--- config.mk ---
export PLATFORM = sky130hd
export DESIGN_NAME = wdog_keyed
export DESIGN_NICKNAME = d
export VERILOG_FILES = /design/src/rtl/wdk_pkg.sv /design/src/rtl/wdk_sync_slot.sv /design/src/rtl/wdk_prescaler.sv /design/src/rtl/wdk_key_fsm.sv /design/src/rtl/wdk_stretch.sv /design/src/rtl/wdog_keyed.sv
export SDC_FILE = /design/constraint.sdc
export NUM_CORES = 1
export LEC_CHECK = 0
export BUFFER_PORTS_ARGS = -buffer_cell sky130_fd_sc_hd__buf_2
export CAP_MARGIN = 20
export CELL_PAD_IN_SITES_DETAIL_PLACEMENT = 0
export CELL_PAD_IN_SITES_GLOBAL_PLACEMENT = 1
export CORE_MARGIN = 8
export CORE_UTILIZATION = 46
export CTS_CLUSTER_SIZE = 25
export DETAILED_ROUTE_END_ITERATION = 8
export PLACE_DENSITY = 0.83
export SLEW_MARGIN = 20
export SYNTH_ARGS = -nofsm -noshare
export SYNTH_HDL_FRONTEND = slang
export SYNTH_HIERARCHICAL = 1
export SYNTH_SLANG_ARGS = --single-unit
--- constraint.sdc ---
create_clock -name clk -period 2.9 [get_ports clk]
set_input_delay 0.58 -clock clk [delete_from_list [all_inputs] [get_ports clk]]
set_output_delay 0.58 -clock clk [all_outputs]
set_load 0.03 [all_outputs]
--- src/rtl/wdk_pkg.sv ---
`timescale 1ns/1ps
package wdk_pkg;
  localparam int DW    = 32;
  localparam int AW    = 4;
  localparam int NSYNC = 6;

  // register word addresses
  localparam logic [AW-1:0] A_ID    = 4'd0;
  localparam logic [AW-1:0] A_SYSC  = 4'd1;
  localparam logic [AW-1:0] A_STAT  = 4'd2;
  localparam logic [AW-1:0] A_ENSET = 4'd3;
  localparam logic [AW-1:0] A_ENCLR = 4'd4;
  localparam logic [AW-1:0] A_CTRL  = 4'd5;
  localparam logic [AW-1:0] A_CNT   = 4'd6;
  localparam logic [AW-1:0] A_LOAD  = 4'd7;
  localparam logic [AW-1:0] A_TRIG  = 4'd8;
  localparam logic [AW-1:0] A_KEY   = 4'd9;
  localparam logic [AW-1:0] A_PEND  = 4'd10;
  localparam logic [AW-1:0] A_DLY   = 4'd11;

  // synchronising slot indices (also PEND bit positions)
  localparam int S_CTRL = 0;
  localparam int S_CNT  = 1;
  localparam int S_LOAD = 2;
  localparam int S_TRIG = 3;
  localparam int S_KEY  = 4;
  localparam int S_DLY  = 5;

  localparam logic [DW-1:0] KEY_HALT_1 = 32'h0000_AAAA;
  localparam logic [DW-1:0] KEY_HALT_2 = 32'h0000_5555;
  localparam logic [DW-1:0] KEY_GO_1   = 32'h0000_BBBB;
  localparam logic [DW-1:0] KEY_GO_2   = 32'h0000_4444;

  typedef enum logic [1:0] {K_IDLE, K_HALF_HALT, K_HALF_GO} key_st_e;

  function automatic logic [AW-1:0] slot_addr(input int s);
    case (s)
      S_CTRL:  return A_CTRL;
      S_CNT:   return A_CNT;
      S_LOAD:  return A_LOAD;
      S_TRIG:  return A_TRIG;
      S_KEY:   return A_KEY;
      default: return A_DLY;
    endcase
  endfunction

  // load value giving a timeout of n ticks
  function automatic logic [DW-1:0] load_for_ticks(input logic [DW-1:0] n);
    return '0 - n;
  endfunction

  function automatic logic at_wrap(input logic [DW-1:0] c);
    return c == '1;
  endfunction
endpackage

--- src/rtl/wdk_sync_slot.sv ---
`timescale 1ns/1ps
module wdk_sync_slot #(
  parameter int W   = 32,
  parameter int LAT = 3
) (
  input  logic         clk,
  input  logic         rst_n,
  input  logic         clr,
  input  logic         wr,
  input  logic [W-1:0] wdata,
  output logic         pend,
  output logic         apply,
  output logic [W-1:0] data
);
  localparam int CW = $clog2(LAT + 1);
  logic [CW-1:0] cnt_q;

  assign pend  = cnt_q != '0;
  assign apply = cnt_q == CW'(1);

  always_ff @(posedge clk or negedge rst_n) begin
    if (!rst_n) begin
      cnt_q <= '0;
      data  <= '0;
    end else if (clr) begin
      cnt_q <= '0;
      data  <= '0;
    end else if (wr && !pend) begin
      cnt_q <= CW'(LAT);
      data  <= wdata;
    end else if (pend) begin
      cnt_q <= cnt_q - CW'(1);
    end
  end
endmodule

--- src/rtl/wdk_prescaler.sv ---
`timescale 1ns/1ps
module wdk_prescaler #(
  parameter int PTV_W = 3
) (
  input  logic             clk,
  input  logic             rst_n,
  input  logic             clr,
  input  logic             run,
  input  logic             pre_en,
  input  logic [PTV_W-1:0] ptv,
  output logic             tick
);
  localparam int CW = (1 << PTV_W) - 1;
  logic [CW-1:0] pc_q;
  logic [CW-1:0] lim;

  assign lim  = (CW'(1) << ptv) - CW'(1);
  assign tick = run && (!pre_en || pc_q >= lim);

  always_ff @(posedge clk or negedge rst_n) begin
    if (!rst_n)                     pc_q <= '0;
    else if (clr || !run || !pre_en) pc_q <= '0;
    else if (pc_q >= lim)           pc_q <= '0;
    else                            pc_q <= pc_q + CW'(1);
  end
endmodule

--- src/rtl/wdk_key_fsm.sv ---
`timescale 1ns/1ps
module wdk_key_fsm import wdk_pkg::*; #(
  parameter bit RUN_INIT = 1'b0
) (
  input  logic          clk,
  input  logic          rst_n,
  input  logic          clr,
  input  logic          apply,
  input  logic [DW-1:0] word,
  output logic          running
);
  key_st_e st_q;

  always_ff @(posedge clk or negedge rst_n) begin
    if (!rst_n) begin
      st_q    <= K_IDLE;
      running <= RUN_INIT;
    end else if (clr) begin
      st_q    <= K_IDLE;
      running <= RUN_INIT;
    end else if (apply) begin
      case (st_q)
        K_IDLE: begin
          if (word == KEY_HALT_1)    st_q <= K_HALF_HALT;
          else if (word == KEY_GO_1) st_q <= K_HALF_GO;
          else                       st_q <= K_IDLE;
        end
        K_HALF_HALT: begin
          if (word == KEY_HALT_2) running <= 1'b0;
          st_q <= K_IDLE;
        end
        default: begin
          if (word == KEY_GO_2) running <= 1'b1;
          st_q <= K_IDLE;
        end
      endcase
    end
  end
endmodule

--- src/rtl/wdk_stretch.sv ---
`timescale 1ns/1ps
module wdk_stretch #(
  parameter int CYC = 4
) (
  input  logic clk,
  input  logic rst_n,
  input  logic clr,
  input  logic fire,
  output logic out
);
  localparam int CW = $clog2(CYC + 1);
  logic [CW-1:0] cnt_q;

  assign out = cnt_q != '0;

  always_ff @(posedge clk or negedge rst_n) begin
    if (!rst_n)        cnt_q <= '0;
    else if (clr)      cnt_q <= '0;
    else if (fire)     cnt_q <= CW'(CYC);
    else if (out)      cnt_q <= cnt_q - CW'(1);
  end
endmodule

--- src/rtl/wdog_keyed.sv ---
`timescale 1ns/1ps
module wdog_keyed import wdk_pkg::*; #(
  parameter int          SYNC_LAT     = 3,
  parameter int          RST_CYC      = 4,
  parameter int          SR_LAT       = 2,
  parameter int          PTV_W        = 3,
  parameter logic [31:0] REV_ID       = 32'h0051_0203,
  parameter bit          RUN_AT_RESET = 1'b0
) (
  input  logic        clk,
  input  logic        rst_n,
  input  logic        bus_sel,
  input  logic        bus_wr,
  input  logic [3:0]  bus_addr,
  input  logic [31:0] bus_wdata,
  output logic [31:0] bus_rdata,
  output logic        irq_o,
  output logic        wd_rst_o
);
  localparam int CTRL_W = PTV_W + 1;
  localparam int SRW    = $clog2(SR_LAT + 1);
  localparam logic [CTRL_W-1:0] CTRL_RST = CTRL_W'(1);

  // soft reset sequencer
  logic [SRW-1:0] sr_q;
  logic           busy;
  logic           wr_acc;
  assign busy   = sr_q != '0;
  assign wr_acc = bus_sel && bus_wr && !busy;

  always_ff @(posedge clk or negedge rst_n) begin
    if (!rst_n)                                      sr_q <= '0;
    else if (busy)                                   sr_q <= sr_q - SRW'(1);
    else if (wr_acc && bus_addr == A_SYSC && bus_wdata[0]) sr_q <= SRW'(SR_LAT);
  end

  // synchronising slots
  logic [NSYNC-1:0] slot_wr, slot_pend, slot_apply;
  logic [DW-1:0]    slot_data [NSYNC];

  for (genvar i = 0; i < NSYNC; i++) begin : g_slot
    assign slot_wr[i] = wr_acc && (bus_addr == slot_addr(i));
    wdk_sync_slot #(.W(DW), .LAT(SYNC_LAT)) u_slot (
      .clk   (clk),
      .rst_n (rst_n),
      .clr   (busy),
      .wr    (slot_wr[i]),
      .wdata (bus_wdata),
      .pend  (slot_pend[i]),
      .apply (slot_apply[i]),
      .data  (slot_data[i])
    );
  end

  logic [DW-CTRL_W-1:0] unused_ctrl_hi;
  assign unused_ctrl_hi = slot_data[S_CTRL][DW-1:CTRL_W];

  // applied register copies
  logic [CTRL_W-1:0] ctrl_q;
  logic [DW-1:0]     load_q, trig_q, dly_q, cnt_q;
  logic [1:0]        stat_q, en_q;

  always_ff @(posedge clk or negedge rst_n) begin
    if (!rst_n) begin
      ctrl_q <= CTRL_RST;
      load_q <= '0;
      trig_q <= '0;
      dly_q  <= '0;
    end else if (busy) begin
      ctrl_q <= CTRL_RST;
      load_q <= '0;
      trig_q <= '0;
      dly_q  <= '0;
    end else begin
      if (slot_apply[S_CTRL]) ctrl_q <= slot_data[S_CTRL][CTRL_W-1:0];
      if (slot_apply[S_LOAD]) load_q <= slot_data[S_LOAD];
      if (slot_apply[S_TRIG]) trig_q <= slot_data[S_TRIG];
      if (slot_apply[S_DLY])  dly_q  <= slot_data[S_DLY];
    end
  end

  // run control
  logic running;
  logic key_apply;
  assign key_apply = slot_apply[S_KEY];

  wdk_key_fsm #(.RUN_INIT(RUN_AT_RESET)) u_key (
    .clk     (clk),
    .rst_n   (rst_n),
    .clr     (busy),
    .apply   (key_apply),
    .word    (slot_data[S_KEY]),
    .running (running)
  );

  logic tick;
  wdk_prescaler #(.PTV_W(PTV_W)) u_pre (
    .clk    (clk),
    .rst_n  (rst_n),
    .clr    (busy),
    .run    (running),
    .pre_en (ctrl_q[0]),
    .ptv    (ctrl_q[CTRL_W-1:1]),
    .tick   (tick)
  );

  // counter events, brought out for the checker
  logic cnt_wr, trig_reload, ovf_evt, inc_evt, dly_evt;
  logic [DW-1:0] cnt_inc;
  assign cnt_wr      = slot_apply[S_CNT];
  assign trig_reload = slot_apply[S_TRIG] && (slot_data[S_TRIG] != trig_q);
  assign cnt_inc     = cnt_q + DW'(1);
  assign ovf_evt     = !busy && tick && !cnt_wr && !trig_reload && at_wrap(cnt_q);
  assign inc_evt     = !busy && tick && !cnt_wr && !trig_reload && !at_wrap(cnt_q);
  assign dly_evt     = inc_evt && (cnt_inc == dly_q);

  always_ff @(posedge clk or negedge rst_n) begin
    if (!rst_n)            cnt_q <= '0;
    else if (busy)         cnt_q <= '0;
    else if (cnt_wr)       cnt_q <= slot_data[S_CNT];
    else if (trig_reload)  cnt_q <= load_q;
    else if (ovf_evt)      cnt_q <= load_q;
    else if (inc_evt)      cnt_q <= cnt_inc;
  end

  // interrupt status and enables
  logic [1:0] stat_w1c, en_set, en_clr;
  assign stat_w1c = (wr_acc && bus_addr == A_STAT)  ? bus_wdata[1:0] : 2'b00;
  assign en_set   = (wr_acc && bus_addr == A_ENSET) ? bus_wdata[1:0] : 2'b00;
  assign en_clr   = (wr_acc && bus_addr == A_ENCLR) ? bus_wdata[1:0] : 2'b00;

  always_ff @(posedge clk or negedge rst_n) begin
    if (!rst_n) begin
      stat_q <= '0;
      en_q   <= '0;
    end else if (busy) begin
      stat_q <= '0;
      en_q   <= '0;
    end else begin
      stat_q <= (stat_q & ~stat_w1c) | {dly_evt, ovf_evt};
      en_q   <= (en_q | en_set) & ~en_clr;
    end
  end

  assign irq_o = |(stat_q & en_q);

  wdk_stretch #(.CYC(RST_CYC)) u_rst (
    .clk   (clk),
    .rst_n (rst_n),
    .clr   (busy),
    .fire  (ovf_evt),
    .out   (wd_rst_o)
  );

  // read mux
  always_comb begin
    bus_rdata = '0;
    case (bus_addr)
      A_ID:    bus_rdata = REV_ID;
      A_SYSC:  bus_rdata = {31'b0, busy};
      A_STAT:  bus_rdata = {30'b0, stat_q};
      A_ENSET: bus_rdata = {30'b0, en_q};
      A_ENCLR: bus_rdata = {30'b0, en_q};
      A_CTRL:  bus_rdata = DW'(ctrl_q);
      A_CNT:   bus_rdata = cnt_q;
      A_LOAD:  bus_rdata = load_q;
      A_TRIG:  bus_rdata = trig_q;
      A_PEND:  bus_rdata = DW'(slot_pend);
      A_DLY:   bus_rdata = dly_q;
      default: bus_rdata = '0;
    endcase
  end
endmodule

==> summary.txt <==
Detailed routing
  • Vias: 15.6k
  • ANT nets after route: 0
  • Via/cell ratio: 6.10
  • Initial DRT Pass Iterations: 6
  • Detailed Route WL: 64000 um
  • DRT iter0 DRCs: 1593
  • Post-route DRC: 0
  • Avg WL per Cell: 25.1 um

Layout
  • Fillers: 3821
  • ANT cells: 0
  • Final Non-Filler Cells: 2553
  • Area growth syn-to-layout: 13.9%
  • Share of layout cells above drive strength 1: 23.2%
  • Nets: 2054

Place
  • Final HPWL DP: 43500 um
  • IO Port Bufs: 73
  • Placed Cells incl. Taps: 2480
  • Pre-CTS WS: -0.227 ns
  • RD Place Congestion: 0.945

STA
  • Setup Skew: 0.0287 ns
  • Setup TNS: -3.30 ns
  • Final setup fails: 32
  • Pins Over Slew Limit: 0
  • Worst Tran Pin Value: 1.04 ns
  • Max Freq: 330 MHz
  • Hold Vio Cnt, Final: 0
  • RSZ-0062 raised after global routing: true
  • Worst hold slack: 0.335 ns
  • Final worst slack: -0.134 ns
  • Rel. slew slack: 30.8%
  • Final period util: 105%
  • Final critical-path required period: 3.03 ns

GRT
  • First-pass GRT wire length: 97800 um
  • Initial antenna violation count: 4
  • Number of global-route vias before repair: 15.5k
  • GRT Total Usage: 25.5%
  • Grt total ovfl: 0
  • Largest net degree at the start of global routing: 155

Power and ir drop
  • Pleak: 0.00922 uW
  • PwrDens: 750 nW/um^2
  • Max VDD drop: 792 uV
  • Total power: 16600 uW

Logic synthesis
  • Yosys warnings: 6
  • Cell count after synthesis: 1912
  • Synth Cell Area: 19400 sq um
  • Synthesized net count: 1977
  • Syn avg cell area: 10.2 sq um

Floorplanning
  • Row Count: 75
  • DIE AREA: 49100 sq um
  • Core area: 41900 sq um
  • Die Ht: 221 um
  • Initial Util: 46.4%
  • Die X: 221 um
  • IO Pins: 74

Critical path
  • R2R Path End: cnt_q[6]$_DFFE_PN0P_
  • Data required, critical path: 3.35 ns
  • R2r setup slk: -0.13 ns
  • WP data arrival: 3.49 ns
  • CP Class: register to register
  • Critical R2R Launch: ctrl_q[3]$_DFFE_PN0P_
  • Crit-path max FO: 13
  • Worst setup EP type: register
  • FF-to-FF path depth: 13
  • Setup crit start kind: register

Clock network
  • H-tree level count: 2
  • Clock tree sinks: 327
  • Root Buffer: clkbuf_16
  • Clock Tree Buf Depth: 3
  • TritonCTS Buffers: 39
  • CTS clock-pin slew for the worst setup and hold paths: 0.06 ns
  • CTS tree: yes
  • Skew-Pair Late Insertion Delay: 0.57 ns

Job
  • Max-Cap Viols: 0

Outcome
  • Status: finished, violations left
  • Failing checks: negative setup slack

Worst hold path
  • Hold Path Class: input port to register
  • HP Start: bus_wdata[15]
  • Hold path depth: 3
  • Hold Crit Endpoint: g_slot[1].u_slot/data[15]$_DFFE_PN0P_
final cells by class:
class	instances	area, sq um	area share, %
multi-input combinational	1367	10100	45.7
sequential	327	8190	37.0
timing repair buffer	214	1690	7.65
clock buffer	49	1070	4.85
tap	539	674	3.05
clock inverter	17	225	1.02
inverter	40	158	0.713
worst max-delay path: stages, from the launching register on:
cell,delay [ns]
dfrtp_1,0.36
or3_1,0.39
ha_1,0.28
nand2b_4,0.15
a211oi_4,0.26
o2111ai_4,0.15
and2_4,0.20
nand3b_1,0.15
nor3_4,0.06
or2_1,0.29
buf_12,0.18
mux2i_1,0.17
o211ai_1,0.12
o211a_1,0.16
state kept, by name (all words and copies together), names as in the netlist:
name,cells
cnt_q,32
ctrl_q,4
dly_q,32
en_q,2
g_slot.u_slot/cnt_q,12
g_slot.u_slot/data,164
load_q,32
sr_q,2
stat_q,2
trig_q,32
u_key/running,1
u_key/st_q,2
u_pre/pc_q,7
u_rst/cnt_q,3
worst max-delay path by stage:
stage / start / end / slack [ns] / cells past startpoint
2_1_floorplan: ctrl_q[2]$_DFFE_PN0P_ / cnt_q[1]$_DFFE_PN0P_ / -0.10 / 13
3_3_place_gp: ctrl_q[2]$_DFFE_PN0P_ / cnt_q[10]$_DFFE_PN0P_ / -0.19 / 9
3_5_place_dp: ctrl_q[2]$_DFFE_PN0P_ / cnt_q[17]$_DFFE_PN0P_ / -0.23 / 9
4_1_cts: ctrl_q[1]$_DFFE_PN0P_ / cnt_q[15]$_DFFE_PN0P_ / -0.15 / 15
5_1_grt: ctrl_q[3]$_DFFE_PN0P_ / cnt_q[15]$_DFFE_PN0P_ / -0.29 / 14
6_report: ctrl_q[3]$_DFFE_PN0P_ / cnt_q[6]$_DFFE_PN0P_ / -0.13 / 13
repair_timing:
item,4_1_cts,5_1_grt
setup endpoints to repair,35,38
hold endpoints to repair,48,0
gates cloned,2,0
gates resized for setup,12,9
buffers inserted,5,4
pin swaps,12,12
hold buffers,1,0
layout by cell type, fill, tap and decap left out, drive strengths merged, types with 9 or more instances in the layout:
master,count
o211ai,24
clkbuf,49
and3,12
nand4,22
nor3,30
a211o,9
nand2,86
a21bo,164
o211a,19
o31ai,9
nand2b,14
buf,213
ha,25
a22oi,56
nor2,143
dfrtp,326
nor4,19
xor2,22
inv,42
mux2i,117
xnor2,71
nand3,199
o21ai,31
a21oi,176
nor2b,17
a31oi,15
metal layers:
layer	part of all wire (%)	vias up	track usage [%]
li1	-	7005	-
met1	45	7913	35.8
met2	45	548	38.3
met3	7.1	115	5.01
met4	3.8	0	10.4
met5	0	-	0
stage by stage:
stage / util [%] / cell area, sq um
finish: 52.9 / 22100
global route: 52.9 / 22100
CTS: 52.9 / 22100
detailed placement: 49.4 / 20700
global placement: 49.4 / 20700
floorplan: - / 19500
report_power, final:
| group | leakage, uW | internal [uW] | switching [uW] | total, uW |
|---|---|---|---|---|
| registers | 0.00455 | 4840 | 311 | 5150 |
| logic | 0.00403 | 1870 | 4500 | 6370 |
| clock network | 0.000636 | 3060 | 2000 | 5060 |
| total | 0.00922 | 9770 | 6810 | 16600 |
No activity file was read; power rests on OpenSTA's default activity.
